<file path="src/rtl/fpe_pkg.sv">
package fpe_pkg;
  localparam int unsigned DATA_W = 16;

  typedef struct packed {
    logic pulse;
    logic erase;
    logic latch;
  } ctl_t;
endpackage

</file>
<file path="src/rtl/fpe_ctl_reg.sv">
module fpe_ctl_reg
  import fpe_pkg::*;
(
  input  logic clk_i,
  input  logic rst_ni,
  input  logic we_i,
  input  ctl_t wdata_i,
  output ctl_t ctl_o
);
  always_ff @(posedge clk_i or negedge rst_ni) begin
    if (!rst_ni) begin
      ctl_o <= '0;
    end else if (we_i) begin
      ctl_o.pulse <= wdata_i.pulse;
      // mode bits frozen while a pulse runs
      if (!ctl_o.pulse) begin
        ctl_o.latch <= wdata_i.latch;
        ctl_o.erase <= wdata_i.erase;
      end
    end
  end
endmodule

</file>
<file path="src/rtl/fpe_tgt_latch.sv">
module fpe_tgt_latch
  import fpe_pkg::*;
#(
  parameter int unsigned ADDR_W = 5,
  localparam int unsigned IDX_W = ADDR_W - 1
) (
  input  logic              clk_i,
  input  logic              rst_ni,
  input  ctl_t              ctl_i,
  input  logic              we_i,
  input  logic [ADDR_W-1:0] addr_i,
  input  logic              word_i,
  input  logic              shd_i,
  input  logic [DATA_W-1:0] wdata_i,
  output logic              armed_o,
  output logic              shd_o,
  output logic [IDX_W-1:0]  idx_o,
  output logic [DATA_W-1:0] mask_o
);
  logic              cap;
  logic              misaligned;
  logic [DATA_W-1:0] mask_d;

  assign misaligned = word_i && addr_i[0] && !shd_i;
  assign cap = we_i && ctl_i.latch && !ctl_i.pulse && !misaligned;

  always_comb begin
    if (word_i || shd_i) mask_d = wdata_i;
    else if (addr_i[0])  mask_d = {8'hFF, wdata_i[7:0]};
    else                 mask_d = {wdata_i[7:0], 8'hFF};
  end

  always_ff @(posedge clk_i or negedge rst_ni) begin
    if (!rst_ni) begin
      armed_o <= 1'b0;
      shd_o   <= 1'b0;
      idx_o   <= '0;
      mask_o  <= '1;
    end else if (!ctl_i.latch) begin
      armed_o <= 1'b0;
    end else if (cap) begin
      armed_o <= 1'b1;
      shd_o   <= shd_i;
      idx_o   <= addr_i[ADDR_W-1:1];
      mask_o  <= mask_d;
    end
  end
endmodule

</file>
<file path="src/rtl/fpe_store.sv">
module fpe_store
  import fpe_pkg::*;
#(
  parameter int unsigned ADDR_W   = 5,
  parameter int unsigned SHADOW_W = 8,
  localparam int unsigned IDX_W   = ADDR_W - 1,
  localparam int unsigned WORDS   = 1 << IDX_W
) (
  input  logic                clk_i,
  input  logic                rst_ni,
  input  logic                prog_i,
  input  logic                erase_i,
  input  logic                shd_i,
  input  logic [IDX_W-1:0]    idx_i,
  input  logic [DATA_W-1:0]   mask_i,
  input  logic [IDX_W-1:0]    rd_idx_i,
  output logic [DATA_W-1:0]   rd_data_o,
  output logic [SHADOW_W-1:0] shadow_o
);
  logic [DATA_W-1:0] mem [WORDS];

  for (genvar i = 0; i < WORDS; i++) begin : g_word
    always_ff @(posedge clk_i or negedge rst_ni) begin
      if (!rst_ni)                                        mem[i] <= '1;
      else if (erase_i)                                   mem[i] <= '1;
      else if (prog_i && !shd_i && idx_i == IDX_W'(i))    mem[i] <= mem[i] & mask_i;
    end
  end

  always_ff @(posedge clk_i or negedge rst_ni) begin
    if (!rst_ni)              shadow_o <= '1;
    else if (erase_i)         shadow_o <= '1;
    else if (prog_i && shd_i) shadow_o <= shadow_o & mask_i[SHADOW_W-1:0];
  end

  assign rd_data_o = mem[rd_idx_i];
endmodule

</file>
<file path="src/rtl/fpe_latch_ctl.sv">
module fpe_latch_ctl
  import fpe_pkg::*;
#(
  parameter int unsigned ADDR_W   = 5,
  parameter int unsigned SHADOW_W = 8
) (
  input  logic                clk_i,
  input  logic                rst_ni,
  input  logic                ctl_we_i,
  input  logic [2:0]          ctl_wdata_i,
  output logic [2:0]          ctl_o,
  input  logic                arr_we_i,
  input  logic [ADDR_W-1:0]   arr_addr_i,
  input  logic                arr_word_i,
  input  logic                arr_shd_i,
  input  logic [15:0]         arr_wdata_i,
  input  logic [ADDR_W-2:0]   rd_idx_i,
  output logic [15:0]         rd_data_o,
  output logic [SHADOW_W-1:0] shadow_o,
  output logic                pulse_o
);
  localparam int unsigned IDX_W = ADDR_W - 1;

  ctl_t              ctl;
  logic              armed, tgt_shd;
  logic [IDX_W-1:0]  tgt_idx;
  logic [DATA_W-1:0] tgt_mask;

  fpe_ctl_reg u_ctl (
    .clk_i, .rst_ni,
    .we_i    (ctl_we_i),
    .wdata_i (ctl_t'(ctl_wdata_i)),
    .ctl_o   (ctl)
  );

  fpe_tgt_latch #(.ADDR_W(ADDR_W)) u_lat (
    .clk_i, .rst_ni,
    .ctl_i   (ctl),
    .we_i    (arr_we_i),
    .addr_i  (arr_addr_i),
    .word_i  (arr_word_i),
    .shd_i   (arr_shd_i),
    .wdata_i (arr_wdata_i),
    .armed_o (armed),
    .shd_o   (tgt_shd),
    .idx_o   (tgt_idx),
    .mask_o  (tgt_mask)
  );

  assign pulse_o = ctl.pulse && armed;
  assign ctl_o   = ctl;

  fpe_store #(.ADDR_W(ADDR_W), .SHADOW_W(SHADOW_W)) u_store (
    .clk_i, .rst_ni,
    .prog_i    (pulse_o && !ctl.erase),
    .erase_i   (pulse_o && ctl.erase),
    .shd_i     (tgt_shd),
    .idx_i     (tgt_idx),
    .mask_i    (tgt_mask),
    .rd_idx_i  (rd_idx_i),
    .rd_data_o (rd_data_o),
    .shadow_o  (shadow_o)
  );
endmodule

</file>
<file path="config.mk">
export PLATFORM = sky130hd
export DESIGN_NAME = fpe_latch_ctl
export DESIGN_NICKNAME = d
export VERILOG_FILES = /design/src/rtl/fpe_pkg.sv /design/src/rtl/fpe_ctl_reg.sv /design/src/rtl/fpe_tgt_latch.sv /design/src/rtl/fpe_store.sv /design/src/rtl/fpe_latch_ctl.sv
export SDC_FILE = /design/constraint.sdc
export NUM_CORES = 1
export LEC_CHECK = 0
export ABC_AREA = 1
export BUFFER_PORTS_ARGS = -buffer_cell sky130_fd_sc_hd__buf_2
export CORE_MARGIN = 2
export CORE_UTILIZATION = 60
export CTS_BUF_LIST = sky130_fd_sc_hd__clkbuf_8
export CTS_CLUSTER_DIAMETER = 60
export DETAILED_ROUTE_END_ITERATION = 6
export PLACE_DENSITY = 0.82
export SYNTH_ARGS = -nofsm -noshare
export SYNTH_HDL_FRONTEND = slang
export SYNTH_SLANG_ARGS = --single-unit
</file>
<file path="constraint.sdc">
create_clock -name clk_i -period 3.03 [get_ports clk_i]
set_input_delay 0.606 -clock clk_i [delete_from_list [all_inputs] [get_ports clk_i]]
set_output_delay 0.606 -clock clk_i [all_outputs]
set_load 0.01 [all_outputs]
</file>
Word level (Yosys, flattened, before mapping)
Index checks and enable logic that the tools add are counted.
{"block": "totals", "word_cells": 153, "in_bits": 34, "regBits": 289, "output_inout_bits": 28}
{"block": "op_classes", "magnitude_cmp": 1, "reduce_logical": 52, "mux": 41, "n_eq_ne": 16, "bitwise_logic": 19}
{"cell": "2-to-1 mux 16 bit", "count": 36}
{"cell": "bitwise AND 16 bit", "count": 16}
{"cell": "binary-select mux 16 bit (select 4 bit)", "count": 1}
{"cell": "nonzero test 2 bit", "count": 17}
{"cell": "equality test 4 bit (second input constant)", "count": 8}
{"cell": "logical AND 1 bit", "count": 26}
{"cell": "equality test 4 x 3 -> 1 bit (second input constant)", "count": 4}
{"cell": "2-to-1 mux 8 bit", "count": 2}
{"cell": "bitwise AND 8 bit", "count": 1}
{"cell": "equality test 4 x 2 -> 1 bit (second input constant)", "count": 2}
{"cell": ">= comparator 5 bit (second input constant)", "count": 1}
{"cell": "logical NOT 1 bit", "count": 5}
{"cell": "inverter 4 -> 5 bit", "count": 1}
{"cell": "equality test 4 x 1 -> 1 bit (second input constant)", "count": 1}
{"cell": "logical NOT 4 bit", "count": 1}
{"cell": "AND reduction 2 bit", "count": 2}
{"cell": "2-to-1 mux 1 bit", "count": 2}
{"cell": "inequality test 2 x 1 -> 1 bit (second input constant)", "count": 1}
{"cell": "logical OR 1 bit", "count": 1}
{"cell": "inverter 1 bit", "count": 1}

Longest topological paths before layout
Gate-level depths: netlist (run 1).
{"block": "depth", "ltp_word": 6, "depth_mapped": 9, "depth_no_buf": 7}

Cells and area by module
Synthesis (run 1) repeated with hierarchy kept, for this count alone.
{"block": "hier_totals", "hier_cells": 1833, "hier_area_um2": 14007.2}
{"mod": "fpe_store", "seq_area_each_um2": 6936.7, "n_inst": 1, "cells_per_inst": 1661, "area_each_um2": 12771.0}
{"mod": "fpe_tgt_latch", "seq_area_each_um2": 570.5, "n_inst": 1, "cells_per_inst": 154, "area_each_um2": 1101.1}
{"mod": "fpe_ctl_reg", "seq_area_each_um2": 75.1, "n_inst": 1, "cells_per_inst": 13, "area_each_um2": 116.4}
{"mod": "fpe_latch_ctl", "seq_area_each_um2": 0.0, "n_inst": 1, "cells_per_inst": 5, "area_each_um2": 18.8}

Least setup slack after synthesis (run 1)
OpenSTA, ideal clock, no wires.
{"block": "synth_timing", "path_kind": "input -> output", "start": "in rd_idx_i[0]", "end": "out rd_data_o[5]", "t_arrival_ps": 1636, "slack_ps": 788, "n_path_buf": 3, "required_time_ps": 2424, "cell_stages": 9, "cell_sequence": "buf_2 > inv_2 > buf_2 > buf_1 > nand2_1 > nand3_1 > nand3_1 > nand3_1 > nand2_1"}
{"block": "synth_via", "elab_chain_cells": 4}
{"element": "from (decl)", "line": "fpe_latch_ctl.sv:17", "text": "input logic [ADDR_W-2:0] rd_idx_i,"}
{"element": "inverter 4 -> 5 bit (implied by the code)", "line": "fpe_store.sv:36", "text": "assign rd_data_o = mem[rd_idx_i];"}
{"element": "binary-select mux 16 bit (select 4 bit)", "line": "fpe_store.sv:36"}
{"element": "2-to-1 mux 16 bit (implied by the code) (2 in series)", "line": "fpe_store.sv:36"}
{"element": "to (decl)", "line": "fpe_latch_ctl.sv:18", "text": "output logic [15:0] rd_data_o,"}
Every way passes these cells. The select of a mux whose other input is x is not followed.

Worst setup path after layout (run 1)
{"block": "layout_timing", "start": "in rd_idx_i[0]", "end": "out rd_data_o[0]"}
The elaborated chain is that of the path after synthesis.

==> summary.md, run 1 <==
| Metric | Value |
|---|---|
| Share of cells above drive strength 1 | `22.3%` |
| GRT Overall Usage | `32.3%` |
| Starting Density | `60.6%` |
| Routed len/inst | `17.6 um` |
| Placer Congestion | `0.929` |
| Count of cell types in the netlist | `20` |
| Post-CTS Resized | `0` |
| Longest Clk Path Bufs | `3` |
| Fmax achieved | `372 MHz` |
| Die footprint | `0.0265 mm^2` |
| DRC | `0` |
| CTS tree | `built` |
| Number of nets in the layout | `2043` |
| Max Slew Vio Count | `0` |
| WS Path Type | `input port to output port` |
| Vias in the first global route | `12.7k` |
| Pwr per Cell Area | `852 mW/mm^2` |
| GR Overflow Total | `0` |
| Clock Skews | `18.4 ps` |
| Crit path launch type | `input port` |
| Root buffer cell | `clkbuf_8` |
| Pin count of the biggest net entering global routing | `132` |
| First-pass GRT wire length | `67.4 mm` |
| IO Count | `62` |
| Vias/cell | `5.70` |
| Port bufs | `61` |
| Syn Area/Cell | `7.54 um^2` |
| Seq cells post-synth | `289` |
| CP bufs+invs | `3` |
| Outcome | `completed` |
| Cells after Synth | `2005` |
| Maximum vdd ir drop | `0.481 mV` |
| Drt total wl | `41.7 mm` |
| CTS hold repair buffers | `0` |
| Final setup violation count | `0` |
| Die width | `163 um` |
| Antenna violations before repair | `0` |
| Fin crit period | `2690 ps` |
| Antenna Cells | `0` |
| Pwr Total | `14.0 mW` |
| Synthesized area | `0.0151 mm^2` |
| Dpl hpwl | `26.7 mm` |
| Synth warnings | `0` |
| Clk sinks | `289` |
| Area leader, netlist | `dfstp_2` |
| Synthesized netlist net count | `2039` |
| 1st-iter DRT viols | `1540` |
| Die height | `163 um` |
| Clk_lat worst skew | `580 ps` |
| Clk pin slew, worst setup/hold paths | `60 ps` |
| Data required time at the worst endpoint | `2420 ps` |
| Commonest non-fill, non-tap cell in the layout | `nand2_1` |
| Crit. Startpoint | `rd_idx_i[0]` |
| Pleak | `8.24 nW` |
| Rel. slew slack | `53.0%` |
| RSZ-0062 raised after global routing | `false` |
| Top cell type's share of synthesized area | `48.7%` |
| CTS buffer count | `49` |
| Sequential cell area fraction in the yosys report | `50.2%` |
| CP peak stage delay | `450 ps` |
| Hold Path Class | `input port to asynchronous set/reset pin` |
| CP arrival | `2090 ps` |
| Setup TNS | `0 ps` |
| Row count | `58` |
| # fillers | `2109` |
| Endpoints failing hold | `0` |
| Most used cell, CP | `nand2_1` |
| Layout overhead on the synthesized area | `8.88%` |
| DRT Pass-1 Iters | `6` |
| Reg2reg start | `u_ctl.ctl_o[1]` |
| Tcrit/Tclk final | `88.8%` |
| Via Count | `13.5k` |
| CP cell instances | `buf_4, buf_12, nand2_1, nand2_1, nand2_1, nand3_1, nand3_1, nand2_1, buf_2` |
| Post-CTS Setup Inserts | `0` |
| Crit-path max FO | `131` |
| ANT nets after route | `0` |
| Worst Tran Pin Value | `702 ps` |
| Max cap viols | `0` |
| Critical-path top delay cell | `buf_12` |
| Cell family with most CP delay | `buffers and inverters` |
| Most frequent cells in the layout | `nand2_1 (691), o21ai_0 (291), dfstp_2 (280)` |
| CP endpoint kind | `output port` |
| Ranking of synthesized cells by area | `dfstp_2 (49%), nand2_1 (17%), o21ai_0 (9.6%)` |
| Core ar. | `0.0250 mm^2` |
| Final core utilization | `65.9%` |
| H-tree lvl count | `2` |
flip-flops by register name, indices dropped and copies added, names as in the netlist:
register          cells
u_ctl.ctl_o           3
u_lat.armed_o         1
u_lat.idx_o           4
u_lat.mask_o         16
u_lat.shd_o           1
u_store.mem         256
u_store.shadow_o      8
cell families after synthesis:
group	count (synthesis)	share of synthesized area [%]
and+or+nand+nor	1004	28.2
buffers and inverters	381	10.6
AOI/OAI and AO/OA	329	10.9
DFF	289	50.2
muxes	2	0.149
path summary, 6_finish.rpt:
path / slack, ps / to / cells past startpoint
max: 340 / rd_data_o[0] / 9
min: 20 / u_lat.armed_o / 1
max reg2reg: 640 / u_store.mem[58] / 5
max in group asynchronous: 2110 / u_store.mem[230] / 2
min in group clk_i: 230 / u_lat.idx_o[1] / 3
min reg2reg: 470 / u_store.mem[153] / 2
worst register-to-register path, delay by kind of cell (launching register included):
kind	cells	cell delay, ps
and+or+nand+nor	5	1850
DFF	1	490
cell usage after synthesis:
| cell | instances |
|---|---|
| nand2_1 | 691 |
| o21ai_0 | 291 |
| dfstp_2 | 280 |
| nand3_1 | 267 |
| inv_1 | 245 |
| clkbuf_1 | 53 |
| buf_2 | 43 |
| o21ai_1 | 38 |
| nor2_1 | 25 |
| buf_1 | 21 |
| nand2_4 | 15 |
| buf_6 | 14 |
| dfrtp_1 | 9 |
| nand3_2 | 4 |
| inv_2 | 3 |
| mux2_2 | 2 |
| buf_12 | 1 |
| buf_4 | 1 |
| nand4_1 | 1 |
| nor3_4 | 1 |
metal layers:
layer,share of wire [%],vias up,GRT usage [%],wire length (um)
li1,-,6312,-,-
met5,0,-,0,0
met4,3.9,0,13.5,1620
met2,44,624,48.3,18500
met3,9.3,86,6.21,3870
met1,42,6501,46.3,17700
cell type report:
type	instances	area, um^2	area share [%]
clock buffer	58	798	4.85
clock inverter	26	144	0.874
inverter	248	932	5.66
multi-input combinational	1335	5930	36.0
sequential	289	7580	46.1
tap	330	413	2.51
timing repair buffer	86	656	3.98
power breakdown:
group          switching (mW)  internal (mW)  leakage [nW]
combinational            2.25           1.16          4.65
clock                    1.59           1.82         0.555
sequential              0.978           6.23          3.04
per-stage QoR:
step | cells | setup WS, ps | hold WS [ps] | area [um^2]
after CTS | 2372 | 366 | 39.3 | 16500
final | 2372 | 339 | 21.6 | 16500
after global routing | 2372 | 250 | 41.6 | 16500
after floorplan | 2005 | 788 | 310 | 15100
after global placement | 2288 | 456 | 459 | 15500
after detailed placement | 2288 | 370 | 465 | 15500
Note: power is estimated with default switching activity, not from simulation.
==> run 2, diff against run 1 <==
--- a/config.mk
+++ b/config.mk
@@ -13,6 +13,7 @@
 export CTS_CLUSTER_DIAMETER = 60
 export DETAILED_ROUTE_END_ITERATION = 6
 export PLACE_DENSITY = 0.82
+export REMOVE_ABC_BUFFERS = 1
 export SYNTH_ARGS = -nofsm -noshare
 export SYNTH_HDL_FRONTEND = slang
 export SYNTH_SLANG_ARGS = --single-unit
==> summary.md, run 2 (synthesized netlist as in run 1, its figures left out) <==
| Metric | Value |
|---|---|
| Hold Path Class | `input port to asynchronous set/reset pin` |
| GRT Overall Usage | `33.1% (+0.81 points)` |
| Die footprint | `0.0265 mm^2 (unchanged)` |
| CP cell instances | `buf_4, clkinv_2, buf_4, nand2_1, nand2_1, nand2_1, nand3_1, nand3_1, nand2_1, buf_2` |
| CP bufs+invs | `4 (+1)` |
| Most used cell, CP | `nand2_1` |
| CP peak stage delay | `410 ps (-40 ps)` |
| CTS buffer count | `48 (-2.0%)` |
| RSZ-0062 raised after global routing | `false` |
| DRC | `0 (unchanged)` |
| Final Non-Filler Cells | `2377 (+0.21%)` |
| Tcrit/Tclk final | `82.3% (-6.5 points)` |
| Root buffer cell | `clkbuf_8` |
| Placer Congestion | `0.901 (-3.1%)` |
| Dpl cells | `2292 (+0.17%)` |
| Outcome | `completed` |
| Antenna violations before repair | `0 (unchanged)` |
| CP arrival | `1890 ps (-200 ps)` |
| Clk sinks | `289 (unchanged)` |
| Clk pin slew, worst setup/hold paths | `60 ps (about the same)` |
| GR Overflow Total | `0 (unchanged)` |
| Longest Clk Path Bufs | `3 (unchanged)` |
| IO Count | `62 (unchanged)` |
| CTS tree | `built` |
| Clk_lat worst skew | `560 ps (-20 ps)` |
| Cell family with most CP delay | `buffers and inverters` |
| 1st-iter DRT viols | `1677 (+8.9%)` |
| H-tree lvl count | `2 (unchanged)` |
| Max cap viols | `0 (unchanged)` |
| Max Slew Vio Count | `0 (unchanged)` |
| Regs by FF count | `u_store.mem x256, u_lat.mask_o x16, u_store.shadow_o x8` |
| CTS hold repair buffers | `0 (unchanged)` |
| Layout overhead on the synthesized area | `9.76%` |
| Endpoints failing hold | `0 (unchanged)` |
| Crit-path max FO | `44 (-66%)` |
| CP endpoint kind | `output port` |
| Maximum vdd ir drop | `0.691 mV (+44%)` |
| Dpl hpwl | `25.4 mm (-4.9%)` |
| Via Count | `13.9k (+2.8%)` |
| Antenna Cells | `0 (unchanged)` |
| Number of nets in the layout | `2046 (+0.15%)` |
| Share of cells above drive strength 1 | `22.8% (+0.48 points)` |
| Post-route cell area | `0.0166 mm^2 (+0.81%)` |
| Core ar. | `0.0250 mm^2 (unchanged)` |
| Fin crit period | `2490 ps (-196 ps)` |
| Die height | `163 um (unchanged)` |
| Placed Area | `0.0155 mm^2 (+0.11%)` |
| Pin count of the biggest net entering global routing | `98 (-26%)` |
| First-pass GRT wire length | `69.3 mm (+2.8%)` |
| WS Path Type | `input port to output port` |
| Row count | `58 (unchanged)` |
| Pwr per Cell Area | `868 mW/mm^2 (+1.9%)` |
| Final setup violation count | `0 (unchanged)` |
| Pwr Total | `14.4 mW (+2.7%)` |
| Die width | `163 um (unchanged)` |
| Commonest non-fill, non-tap cell in the layout | `nand2_1` |
| Pleak | `8.29 nW (+0.58%)` |
| Post-CTS Resized | `0 (unchanged)` |
| Fmax achieved | `401 MHz (+7.9%)` |
| Rel. slew slack | `46.7% (-6.3 points)` |
| Drt total wl | `43.4 mm (+4.3%)` |
| Most frequent cells in the layout | `nand2_1 (691), o21ai_0 (291), dfstp_2 (280)` |
| Starting Density | `60.6% (unchanged)` |
| Clock Skews | `9.82 ps (-8.56 ps)` |
| Max reg flops | `256 (unchanged)` |
| ANT nets after route | `0 (unchanged)` |
| DRT Pass-1 Iters | `6 (unchanged)` |
| Critical-path top delay cell | `buf_4` |
| Vias in the first global route | `13.2k (+3.5%)` |
| Data required time at the worst endpoint | `2420 ps (about the same)` |
| Post-CTS Setup Inserts | `0 (unchanged)` |
| Vias/cell | `5.85 (+2.6%)` |
| Setup TNS | `0 ps (unchanged)` |
| Crit path launch type | `input port` |
| Port bufs | `61 (unchanged)` |
| Routed len/inst | `18.3 um (+4.0%)` |
| Largest reg by FF count | `u_store.mem` |
| Worst Tran Pin Value | `799 ps (+96.8 ps)` |
## run 2: cell types whose count changed in the layout (fill, tap and decap cells not counted), sizes merged
cell and delta:
bufinv +3, inv -8, buf +4, clkinv +1, clkinvlp +1, clkbuf +4
## run 2: cell type report
class	instances	area [um^2]
multi-input cells	1335	5930
repair buffers	90	673
inverters	248	932
fillers	2034	8370
clock buffers	62	853
well taps	330	413
clock inverters	23	204
flip-flops and latches	289	7580
## run 2: routing by layer
metal,track usage [%],wire length (um)
met5,0,0
met4,13.7,1640
met3,6.57,4830
met2,51.5,19600
met1,45.6,17400
## run 2: worst reg2reg max path: stages, from the launching register on
cell and delay, ps:
dfrtp_1 500, nor3_4 570, nand3_2 660, nand2_4 490
nand2_1 120, nand2_1 90
## run 2: worst paths after layout
| kind | start | to | slack (ps) | cells past startpoint |
|---|---|---|---|---|
| worst min register to register | u_store.mem[5] | u_store.mem[5] | 470 | 2 |
| worst max-delay path | rd_idx_i[0] | rd_data_o[0] | 540 | 10 |
| worst max register to register | u_ctl.ctl_o[1] | u_store.mem[48] | 540 | 5 |
| max in group asynchronous | rst_ni | u_store.mem[218] | 2020 | 2 |
| worst min-delay path | rst_ni | u_lat.idx_o[0] | 100 | 1 |
| min in group clk_i | arr_addr_i[1] | u_lat.idx_o[0] | 250 | 3 |
## run 2: metrics by stage
stage,hold WS (ps),utilization [%],setup slack (ps)
after global placement,459,62.2,595
after floorplan,310,-,-577
after CTS,108,66.5,563
after global routing,140,66.5,467
after detailed placement,465,62.2,582
final,99.9,66.5,535
## run 2: report_power, final
group          total [mW]  internal [mW]  switching [mW]
registers            7.23           6.23           0.997
logic                3.39           1.16            2.23
clock network        3.78           2.17            1.61
